[src/rtl/dma_seq_pkg.sv]
package dma_seq_pkg;

    typedef enum logic [1:0] {
        ST_IDLE   = 2'd0,
        ST_ARMED  = 2'd1,
        ST_PAUSED = 2'd2,
        ST_XFER   = 2'd3
    } chan_state_e;

    typedef enum logic [1:0] {
        EC_NONE  = 2'd0,
        EC_BUS   = 2'd1,
        EC_CFG   = 2'd2,
        EC_ABORT = 2'd3
    } err_code_e;

    localparam int SEL_W = 4;
    localparam logic [SEL_W-1:0] SEL_CTRL  = 4'd0;
    localparam logic [SEL_W-1:0] SEL_STAT  = 4'd1;
    localparam logic [SEL_W-1:0] SEL_ERR   = 4'd2;
    localparam logic [SEL_W-1:0] SEL_ADDR  = 4'd3;
    localparam logic [SEL_W-1:0] SEL_CNT   = 4'd4;
    localparam logic [SEL_W-1:0] SEL_FC    = 4'd5;
    localparam logic [SEL_W-1:0] SEL_BADDR = 4'd6;
    localparam logic [SEL_W-1:0] SEL_BCNT  = 4'd7;
    localparam logic [SEL_W-1:0] SEL_BFC   = 4'd8;

    // control word bit positions
    localparam int CB_GO    = 0;
    localparam int CB_CONT  = 1;
    localparam int CB_HALT  = 2;
    localparam int CB_ABORT = 3;
    localparam int CB_IEN   = 4;
    localparam int CB_SIZE  = 5;

    function automatic logic [2:0] size_bytes(input logic [1:0] code);
        case (code)
            2'd0:    size_bytes = 3'd1;
            2'd1:    size_bytes = 3'd2;
            default: size_bytes = 3'd4;
        endcase
    endfunction

endpackage

[src/rtl/dma_seq_ctrl.sv]
module dma_seq_ctrl
    import dma_seq_pkg::*;
(
    input  logic       clk,
    input  logic       rst_n,
    input  logic       ctrl_wr,
    input  logic [6:0] ctrl_bits,
    input  logic       reload,
    input  logic       idle,
    input  logic       take,
    input  logic       req,
    output logic       cont_q,
    output logic       halt_q,
    output logic       ien_q,
    output logic [1:0] size_q,
    output logic       pend_q
);

    always_ff @(posedge clk or negedge rst_n) begin
        if (!rst_n) begin
            cont_q <= 1'b0;
            halt_q <= 1'b0;
            ien_q  <= 1'b0;
            size_q <= 2'd0;
        end else begin
            if (ctrl_wr) begin
                cont_q <= ctrl_bits[CB_CONT];
                halt_q <= ctrl_bits[CB_HALT];
                ien_q  <= ctrl_bits[CB_IEN];
                size_q <= ctrl_bits[CB_SIZE+1:CB_SIZE];
            end
            if (reload) begin
                cont_q <= 1'b0;
            end
        end
    end

    // request latch: dropped while idle, consumed when a bus cycle begins
    always_ff @(posedge clk or negedge rst_n) begin
        if (!rst_n) begin
            pend_q <= 1'b0;
        end else if (idle) begin
            pend_q <= 1'b0;
        end else begin
            pend_q <= req | (pend_q & ~take);
        end
    end

endmodule

[src/rtl/dma_seq_regs.sv]
module dma_seq_regs
    import dma_seq_pkg::*;
#(
    parameter int ADDR_W = 32,
    parameter int CNT_W  = 16,
    parameter int FC_W   = 3,
    parameter int DATA_W = 32
) (
    input  logic              clk,
    input  logic              rst_n,
    input  logic              wr_en,
    input  logic [SEL_W-1:0]  wr_sel,
    input  logic [DATA_W-1:0] wr_data,
    input  logic              idle,
    input  logic              step,
    input  logic              reload,
    input  logic [1:0]        size_q,
    output logic [ADDR_W-1:0] addr_q,
    output logic [CNT_W-1:0]  cnt_q,
    output logic [FC_W-1:0]   fc_q,
    output logic [ADDR_W-1:0] baddr_q,
    output logic [CNT_W-1:0]  bcnt_q,
    output logic [FC_W-1:0]   bfc_q
);

    localparam logic [CNT_W-1:0] CNT_ONE = CNT_W'(1);

    logic [ADDR_W-1:0] addr_inc;
    assign addr_inc = ADDR_W'(size_bytes(size_q));

    always_ff @(posedge clk or negedge rst_n) begin
        if (!rst_n) begin
            addr_q <= '0;
            cnt_q  <= '0;
            fc_q   <= '0;
        end else if (reload) begin
            addr_q <= baddr_q;
            cnt_q  <= bcnt_q;
            fc_q   <= bfc_q;
        end else if (step) begin
            addr_q <= addr_q + addr_inc;
            cnt_q  <= cnt_q - CNT_ONE;
        end else if (wr_en && idle) begin
            case (wr_sel)
                SEL_ADDR: addr_q <= wr_data[ADDR_W-1:0];
                SEL_CNT:  cnt_q  <= wr_data[CNT_W-1:0];
                SEL_FC:   fc_q   <= wr_data[FC_W-1:0];
                default: ;
            endcase
        end
    end

    always_ff @(posedge clk or negedge rst_n) begin
        if (!rst_n) begin
            baddr_q <= '0;
            bcnt_q  <= '0;
            bfc_q   <= '0;
        end else if (wr_en) begin
            case (wr_sel)
                SEL_BADDR: baddr_q <= wr_data[ADDR_W-1:0];
                SEL_BCNT:  bcnt_q  <= wr_data[CNT_W-1:0];
                SEL_BFC:   bfc_q   <= wr_data[FC_W-1:0];
                default: ;
            endcase
        end
    end

endmodule

[src/rtl/dma_seq_fsm.sv]
module dma_seq_fsm
    import dma_seq_pkg::*;
(
    input  logic        clk,
    input  logic        rst_n,
    input  logic        ctrl_wr,
    input  logic        wr_go,
    input  logic        wr_halt,
    input  logic        wr_abort,
    input  logic        halt_q,
    input  logic        cont_q,
    input  logic        pend_q,
    input  logic        cnt_zero,
    input  logic        cnt_last,
    input  logic        bcnt_zero,
    input  logic        bus_ack,
    input  logic        bus_err,
    output chan_state_e state_q,
    output logic        take,
    output logic        step,
    output logic        reload,
    output logic        launch,
    output logic        finish,
    output err_code_e   fin_code
);

    chan_state_e state_d;
    logic        abort_cmd;
    logic        start_cmd;

    assign abort_cmd = ctrl_wr & wr_abort;
    assign start_cmd = ctrl_wr & wr_go & ~wr_halt & ~wr_abort;

    always_ff @(posedge clk or negedge rst_n) begin
        if (!rst_n) begin
            state_q <= ST_IDLE;
        end else begin
            state_q <= state_d;
        end
    end

    always_comb begin
        state_d  = state_q;
        take     = 1'b0;
        step     = 1'b0;
        reload   = 1'b0;
        launch   = 1'b0;
        finish   = 1'b0;
        fin_code = EC_NONE;
        if (abort_cmd && state_q != ST_IDLE) begin
            finish   = 1'b1;
            fin_code = EC_ABORT;
            state_d  = ST_IDLE;
        end else if (start_cmd && state_q == ST_IDLE) begin
            if (cnt_zero) begin
                finish   = 1'b1;
                fin_code = EC_CFG;
            end else begin
                launch  = 1'b1;
                state_d = ST_ARMED;
            end
        end else begin
            unique case (state_q)
                ST_IDLE: ;
                ST_ARMED: begin
                    if (halt_q) begin
                        state_d = ST_PAUSED;
                    end else if (pend_q) begin
                        take    = 1'b1;
                        state_d = ST_XFER;
                    end
                end
                ST_PAUSED: begin
                    if (!halt_q) begin
                        state_d = ST_ARMED;
                    end
                end
                ST_XFER: begin
                    if (bus_err) begin
                        finish   = 1'b1;
                        fin_code = EC_BUS;
                        state_d  = ST_IDLE;
                    end else if (bus_ack) begin
                        if (!cnt_last) begin
                            step    = 1'b1;
                            state_d = ST_ARMED;
                        end else if (!cont_q) begin
                            step    = 1'b1;
                            finish  = 1'b1;
                            state_d = ST_IDLE;
                        end else if (bcnt_zero) begin
                            step     = 1'b1;
                            finish   = 1'b1;
                            fin_code = EC_CFG;
                            state_d  = ST_IDLE;
                        end else begin
                            reload  = 1'b1;
                            state_d = ST_ARMED;
                        end
                    end
                end
            endcase
        end
    end

endmodule

[src/rtl/dma_seq_status.sv]
module dma_seq_status
    import dma_seq_pkg::*;
(
    input  logic       clk,
    input  logic       rst_n,
    input  logic       stat_wr,
    input  logic [4:1] clr_bits,
    input  logic       finish,
    input  err_code_e  fin_code,
    input  logic       launch,
    input  logic       reload,
    input  logic       pcl_evt,
    input  logic       ien_q,
    output logic       blk_q,
    output logic       opd_q,
    output logic       err_q,
    output logic       pct_q,
    output err_code_e  code_q,
    output logic       irq
);

    logic [4:1] clr;
    assign clr = stat_wr ? clr_bits : 4'b0;

    always_ff @(posedge clk or negedge rst_n) begin
        if (!rst_n) begin
            blk_q  <= 1'b0;
            opd_q  <= 1'b0;
            err_q  <= 1'b0;
            pct_q  <= 1'b0;
            code_q <= EC_NONE;
        end else begin
            blk_q <= (blk_q & ~clr[1]) | reload;
            opd_q <= (opd_q & ~clr[2]) | finish;
            err_q <= (err_q & ~clr[3]) | (finish & (fin_code != EC_NONE));
            pct_q <= (pct_q & ~clr[4]) | pcl_evt;
            if (finish) begin
                code_q <= fin_code;
            end else if (launch) begin
                code_q <= EC_NONE;
            end
        end
    end

    assign irq = ien_q & (blk_q | opd_q | pct_q);

endmodule

[src/rtl/dma_chan_seq.sv]
module dma_chan_seq
    import dma_seq_pkg::*;
#(
    parameter int ADDR_W = 32,
    parameter int CNT_W  = 16,
    parameter int FC_W   = 3,
    parameter int DATA_W = 32
) (
    input  logic              clk,
    input  logic              rst_n,
    input  logic              wr_en,
    input  logic [3:0]        wr_sel,
    input  logic [DATA_W-1:0] wr_data,
    input  logic [3:0]        rd_sel,
    output logic [DATA_W-1:0] rd_data,
    input  logic              xfer_req,
    input  logic              periph_fall,
    output logic              bus_req,
    input  logic              bus_ack,
    input  logic              bus_err,
    output logic [ADDR_W-1:0] bus_addr,
    output logic [FC_W-1:0]   bus_fc,
    output logic [1:0]        bus_size,
    output logic              irq
);

    chan_state_e       state_q;
    err_code_e         fin_code;
    err_code_e         err_code;
    logic              take, step, reload, launch, finish;
    logic              cont_q, halt_q, ien_q, pend_q;
    logic [1:0]        size_q;
    logic [ADDR_W-1:0] addr_q, baddr_q;
    logic [CNT_W-1:0]  cnt_q, bcnt_q;
    logic [FC_W-1:0]   fc_q, bfc_q;
    logic              stat_blk, stat_opd, stat_err, stat_pct;
    logic              active, idle, ctrl_wr, stat_wr;

    assign idle    = (state_q == ST_IDLE);
    assign active  = ~idle;
    assign ctrl_wr = wr_en && (wr_sel == SEL_CTRL);
    assign stat_wr = wr_en && (wr_sel == SEL_STAT);

    dma_seq_ctrl u_ctrl (
        .clk       (clk),
        .rst_n     (rst_n),
        .ctrl_wr   (ctrl_wr),
        .ctrl_bits (wr_data[6:0]),
        .reload    (reload),
        .idle      (idle),
        .take      (take),
        .req       (xfer_req),
        .cont_q    (cont_q),
        .halt_q    (halt_q),
        .ien_q     (ien_q),
        .size_q    (size_q),
        .pend_q    (pend_q)
    );

    dma_seq_regs #(
        .ADDR_W (ADDR_W),
        .CNT_W  (CNT_W),
        .FC_W   (FC_W),
        .DATA_W (DATA_W)
    ) u_regs (
        .clk     (clk),
        .rst_n   (rst_n),
        .wr_en   (wr_en),
        .wr_sel  (wr_sel),
        .wr_data (wr_data),
        .idle    (idle),
        .step    (step),
        .reload  (reload),
        .size_q  (size_q),
        .addr_q  (addr_q),
        .cnt_q   (cnt_q),
        .fc_q    (fc_q),
        .baddr_q (baddr_q),
        .bcnt_q  (bcnt_q),
        .bfc_q   (bfc_q)
    );

    dma_seq_fsm u_fsm (
        .clk       (clk),
        .rst_n     (rst_n),
        .ctrl_wr   (ctrl_wr),
        .wr_go     (wr_data[CB_GO]),
        .wr_halt   (wr_data[CB_HALT]),
        .wr_abort  (wr_data[CB_ABORT]),
        .halt_q    (halt_q),
        .cont_q    (cont_q),
        .pend_q    (pend_q),
        .cnt_zero  (cnt_q == '0),
        .cnt_last  (cnt_q == CNT_W'(1)),
        .bcnt_zero (bcnt_q == '0),
        .bus_ack   (bus_ack),
        .bus_err   (bus_err),
        .state_q   (state_q),
        .take      (take),
        .step      (step),
        .reload    (reload),
        .launch    (launch),
        .finish    (finish),
        .fin_code  (fin_code)
    );

    dma_seq_status u_stat (
        .clk      (clk),
        .rst_n    (rst_n),
        .stat_wr  (stat_wr),
        .clr_bits (wr_data[4:1]),
        .finish   (finish),
        .fin_code (fin_code),
        .launch   (launch),
        .reload   (reload),
        .pcl_evt  (periph_fall),
        .ien_q    (ien_q),
        .blk_q    (stat_blk),
        .opd_q    (stat_opd),
        .err_q    (stat_err),
        .pct_q    (stat_pct),
        .code_q   (err_code),
        .irq      (irq)
    );

    assign bus_req  = (state_q == ST_XFER);
    assign bus_addr = addr_q;
    assign bus_fc   = fc_q;
    assign bus_size = size_q;

    always_comb begin
        rd_data = '0;
        case (rd_sel)
            SEL_CTRL:  rd_data = DATA_W'({size_q, ien_q, 1'b0, halt_q, cont_q, 1'b0});
            SEL_STAT:  rd_data = DATA_W'({stat_pct, stat_err, stat_opd, stat_blk, active});
            SEL_ERR:   rd_data = DATA_W'(err_code);
            SEL_ADDR:  rd_data = DATA_W'(addr_q);
            SEL_CNT:   rd_data = DATA_W'(cnt_q);
            SEL_FC:    rd_data = DATA_W'(fc_q);
            SEL_BADDR: rd_data = DATA_W'(baddr_q);
            SEL_BCNT:  rd_data = DATA_W'(bcnt_q);
            SEL_BFC:   rd_data = DATA_W'(bfc_q);
            default:   rd_data = '0;
        endcase
    end

endmodule

[config.mk]
export PLATFORM = sky130hd
export DESIGN_NAME = dma_chan_seq
export DESIGN_NICKNAME = d
export VERILOG_FILES = /design/src/rtl/dma_seq_pkg.sv /design/src/rtl/dma_seq_ctrl.sv /design/src/rtl/dma_seq_regs.sv /design/src/rtl/dma_seq_fsm.sv /design/src/rtl/dma_seq_status.sv /design/src/rtl/dma_chan_seq.sv
export SDC_FILE = /design/constraint.sdc
export NUM_CORES = 1
export LEC_CHECK = 0
export BUFFER_PORTS_ARGS = -buffer_cell sky130_fd_sc_hd__buf_2
export CAP_MARGIN = 20
export CORE_MARGIN = 8
export CORE_UTILIZATION = 33
export DETAILED_ROUTE_END_ITERATION = 7
export MAX_ROUTING_LAYER = met4
export PLACE_DENSITY = 0.58
export SLEW_MARGIN = 40
export SYNTH_ARGS = -nofsm -noshare
export SYNTH_HDL_FRONTEND = slang
export SYNTH_HIERARCHICAL = 1
export SYNTH_SLANG_ARGS = --single-unit
[constraint.sdc]
create_clock -name clk -period 3.2 [get_ports clk]
set_input_delay 0.64 -clock clk [delete_from_list [all_inputs] [get_ports clk]]
set_output_delay 0.64 -clock clk [all_outputs]
set_load 0.01 [all_outputs]
==> run summary <==
Outcome -> finished clean
Number of placed instances with taps included -> 1179
Number of synthesized register bits -> 116
Number of slew-limit violations in the final report -> 0
Global route overflow -> 0
PnR worst setup slack -> 0.2626 ns
Number of core rows -> 54
Mean instance size in the synthesized netlist -> 9.587 um^2
Total global routing track utilization -> 19.64%
I/O pin total -> 118
Core box area -> 21890 um^2
Setup crit end kind -> register
Detailed-route DRC error count -> 0
Data required time of the worst path -> 3.49 ns
Max transition margin -> 40.87%
Overall power of the completed layout -> 7.015 mW
Footprint of the multi-input gates -> 4210 um^2
CP top delay family -> simple AND/OR/NAND/NOR gates
Final number of setup-violating endpoints -> 0
Die height -> 165.8 um
Number of nets produced by synthesis -> 829
Most used flip-flop cell after synthesis -> dfrtp_1
Final standard cell utilization of the core -> 41.94%
Yosys cell types -> 81
Min-Delay Path Class -> in2async
Via Count -> 7173
Post-DR wirelength/cell -> 22.11 um
Placer congestion estimate -> 0.9661
Peak clock frequency supported by timing -> 340.4 MHz
Largest area contributor in the netlist -> dfrtp_1
Port-buffer cells -> 117
Final hold violation count -> 0
Number of antenna violations at the first check in global routing -> 0
Worst vdd rail ir drop -> 0.0004211 V
CP Launch Point -> u_regs/cnt_q[15]$_DFFE_PN0P_
Final critical-path required period -> 2.937 ns
Post-Route Setup TNS -> 0 ns
Pwr per Cell Area -> 764.2 nW/um^2
Clk slew on worst S/H paths -> 0.06 ns
Clock tree root driver cell -> clkbuf_16
Post-detailed-placement cell area -> 8582 um^2
First-pass GRT wire length -> 42200 um
Half-perimeter wire length after detailed placement -> 19410 um
Period Utilization, post-route -> 91.79%
Footprint of the flip-flops and latches -> 2903 um^2
Launching point of the worst reg2reg path -> u_regs/cnt_q[15]$_DFFE_PN0P_
Clock buffers created by TritonCTS -> 17
Worst-path maximum fanout -> 43
Count of TritonRoute iterations in the first routing pass -> 6
Synth-to-Final Area Change -> 24.04%
Share of flip-flops with an asynchronous set or reset after synthesis -> 100.0%
Most repeated library cell on the critical path -> nor2_1
Setup slack on the worst flop-to-flop path -> 0.26 ns
Clock latency on the worst-skew pair -> 0.42 ns
Cell type of the slowest stage on the worst timing path -> dfrtp_1
Crit path buffers/inverters -> 2
Area share of the leading cell type in the synthesized netlist -> 39.22%
Die Footprint -> 27470 um^2
Clock tree from TritonCTS -> built
Total Routed Length -> 26780 um
Total of warnings raised by yosys -> 6
Filler-free cell count of the finished design -> 1211
Leading cell types by total area after synthesis -> dfrtp_1 (39%), mux2_2 (9.7%), o21ai_0 (4.3%), nand2_1 (3.1%), a22o_1 (3.0%)
Unrepaired setup endpoints after global routing -> false
Delay contributed by the slowest stage of the critical path -> 0.45 ns
Sequential fraction of the synthesis area -> 39.22%
Maximum capacitance violations -> 0
Hold_ws -> 0.2655 ns
Die width -> 165.8 um
Finished layout cell area -> 9180 um^2
Inserted Diodes -> 0
Pin count of the biggest net entering global routing -> 55
Arrival @ worst endpoint -> 3.23 ns
Post-Synthesis Cell Area -> 7401 um^2
Fill count -> 2211
Worst-margin pin slew -> 0.8747 ns
Ratio of cells with drive above 1 in the final layout -> 32.33%
Vias per inst -> 5.923
Number of enable flip-flop cells after synthesis -> 0
P_leak -> 4.014 nW
Startpoint class of the critical path -> register
CTS Sinks -> 116
Starting density of the core -> 33.81%
Setup Crit Path Kind -> reg2reg
Number of instances in the synthesized netlist -> 772
Clock Skews -> 0.007406 ns
Level count of the clock H-tree -> 4
Cells on worst reg2reg path -> 12
Pre-CTS setup slack -> 0.1651 ns
Maximum count of clock buffers along a single path -> 2
Number of nets in the layout -> 975
Antenna violation net count after detailed routing -> 0
Iter 0 DRT Violations -> 523
Reg2Reg Capture Point -> u_regs/addr_q[29]$_DFFE_PN0P_
Via count of the first global-routing pass -> 7105
Chain of cells forming the critical path -> nor4_1 -> nand4_1 -> nor2_1 -> nand2_1 -> nor3_4 -> buf_12 -> nor2_1 -> buf_4 -> a22oi_1 -> nor2_1 -> a211oi_1 -> o211ai_1
-- cells by family (layout without fill, tap and decap cells) --
logic type / Yosys count / count (layout) / share of synthesized area, %
mux: 85 / 85 / 12.65
xor+xnor: 14 / 14 / 1.657
simple gates: 245 / 245 / 18.11
flops: 116 / 116 / 39.22
fa+ha+maj: 10 / 10 / 1.792
compound gates: 236 / 236 / 22.40
buf+inv: 66 / 225 / 4.176
-- routing by layer --
layer  wire [um]  up-vias  GRT usage, %  part of all wire [%]
met5           0        -             -                     0
met1       12090     3550         25.16                    45
met3        1497       49         2.745                   5.6
li1            -     3253             -                     -
met2       12410      321         30.55                    46
met4         783        0         8.346                   2.9
-- Yosys cell counts, types with 3 or more instances --
cell,count
o22ai_1,9
a222oi_1,7
dfrtp_1,116
nand2_1,61
a22oi_1,23
a311oi_1,3
o221ai_1,7
mux2i_1,20
a211oi_1,8
o21ai_0,63
a31oi_1,6
inv_1,18
nor2_1,54
or4_1,3
nor4b_1,3
nor3b_1,3
o21a_1,3
nand4_1,12
o32ai_1,3
nand3_1,16
and3_1,8
nor3_1,18
nor4_1,17
nor2b_1,6
nor3_4,3
mux2_2,64
ha_1,9
and4_1,3
a221oi_1,8
buf_1,4
a22o_1,25
and2_1,9
clkbuf_1,22
a41oi_1,3
a21o_1,6
a21oi_1,39
and4b_1,3
nand2b_1,7
buf_2,15
xor2_1,12
-- layout make-up --
cell class | count | area share (%)
multi-input cells | 590 | 45.86
flip-flops and latches | 116 | 31.62
repair buffers | 174 | 11.48
clock buffers | 18 | 4.784
well taps | 280 | 3.816
clock inverters | 14 | 1.663
inverters | 19 | 0.7769
-- registers in the layout, summed over array words and instances (netlist names) --
| signal | flops |
|---|---|
| u_ctrl/ien_q | 1 |
| u_fsm/state_q | 2 |
| u_ctrl/halt_q | 1 |
| u_stat/blk_q | 1 |
| u_regs/fc_q | 3 |
| u_ctrl/pend_q | 1 |
| u_stat/opd_q | 1 |
| u_regs/addr_q | 32 |
| u_ctrl/cont_q | 1 |
| u_stat/err_q | 1 |
| u_stat/code_q | 2 |
| u_stat/pct_q | 1 |
| u_ctrl/size_q | 2 |
| u_regs/baddr_q | 32 |
| u_regs/bfc_q | 3 |
| u_regs/bcnt_q | 16 |
| u_regs/cnt_q | 16 |
-- cell usage in the layout, fill, tap and decap left out, types with 12 or more instances in the layout --
master       n
a22o_1      25
nand3_1     16
xor2_1      12
nand2_1     61
a22oi_1     23
buf_4       55
clkbuf_16   17
a21oi_1     38
inv_1       18
nor2_1      54
nand4_1     12
nor4_1      16
mux2_2      64
buf_2      116
mux2i_1     20
dfrtp_1    116
o21ai_0     62
nor3_1      17
-- worst max-delay path by stage --
| stage | endpoint | slack [ns] | cells after the start |
|---|---|---|---|
| 2_1_floorplan | u_regs/cnt_q[11]$_DFFE_PN0P_ | 0.06 | 10 |
| 3_3_place_gp | u_regs/addr_q[29]$_DFFE_PN0P_ | 0.20 | 12 |
| 3_5_place_dp | u_regs/addr_q[29]$_DFFE_PN0P_ | 0.17 | 12 |
| 4_1_cts | u_regs/addr_q[29]$_DFFE_PN0P_ | 0.21 | 13 |
| 5_1_grt | u_regs/addr_q[29]$_DFFE_PN0P_ | 0.05 | 13 |
| 6_report | u_regs/addr_q[29]$_DFFE_PN0P_ | 0.26 | 12 |
-- where the power goes --
group          internal [mW]  switching (mW)  leakage, nW
logic                   1.12            1.35         2.33
clock network           1.17           0.745        0.279
registers               1.94           0.686         1.40
total                   4.24            2.78         4.01
-- timing repair --
action | 4_1_cts | 5_1_grt
hold buffers | 0 | 0
setup buffers | 0 | 0
endpoints found under the setup margin | 0 | 4
gates resized for setup | 0 | 2
No activity file was read; power rests on OpenSTA's default activity.
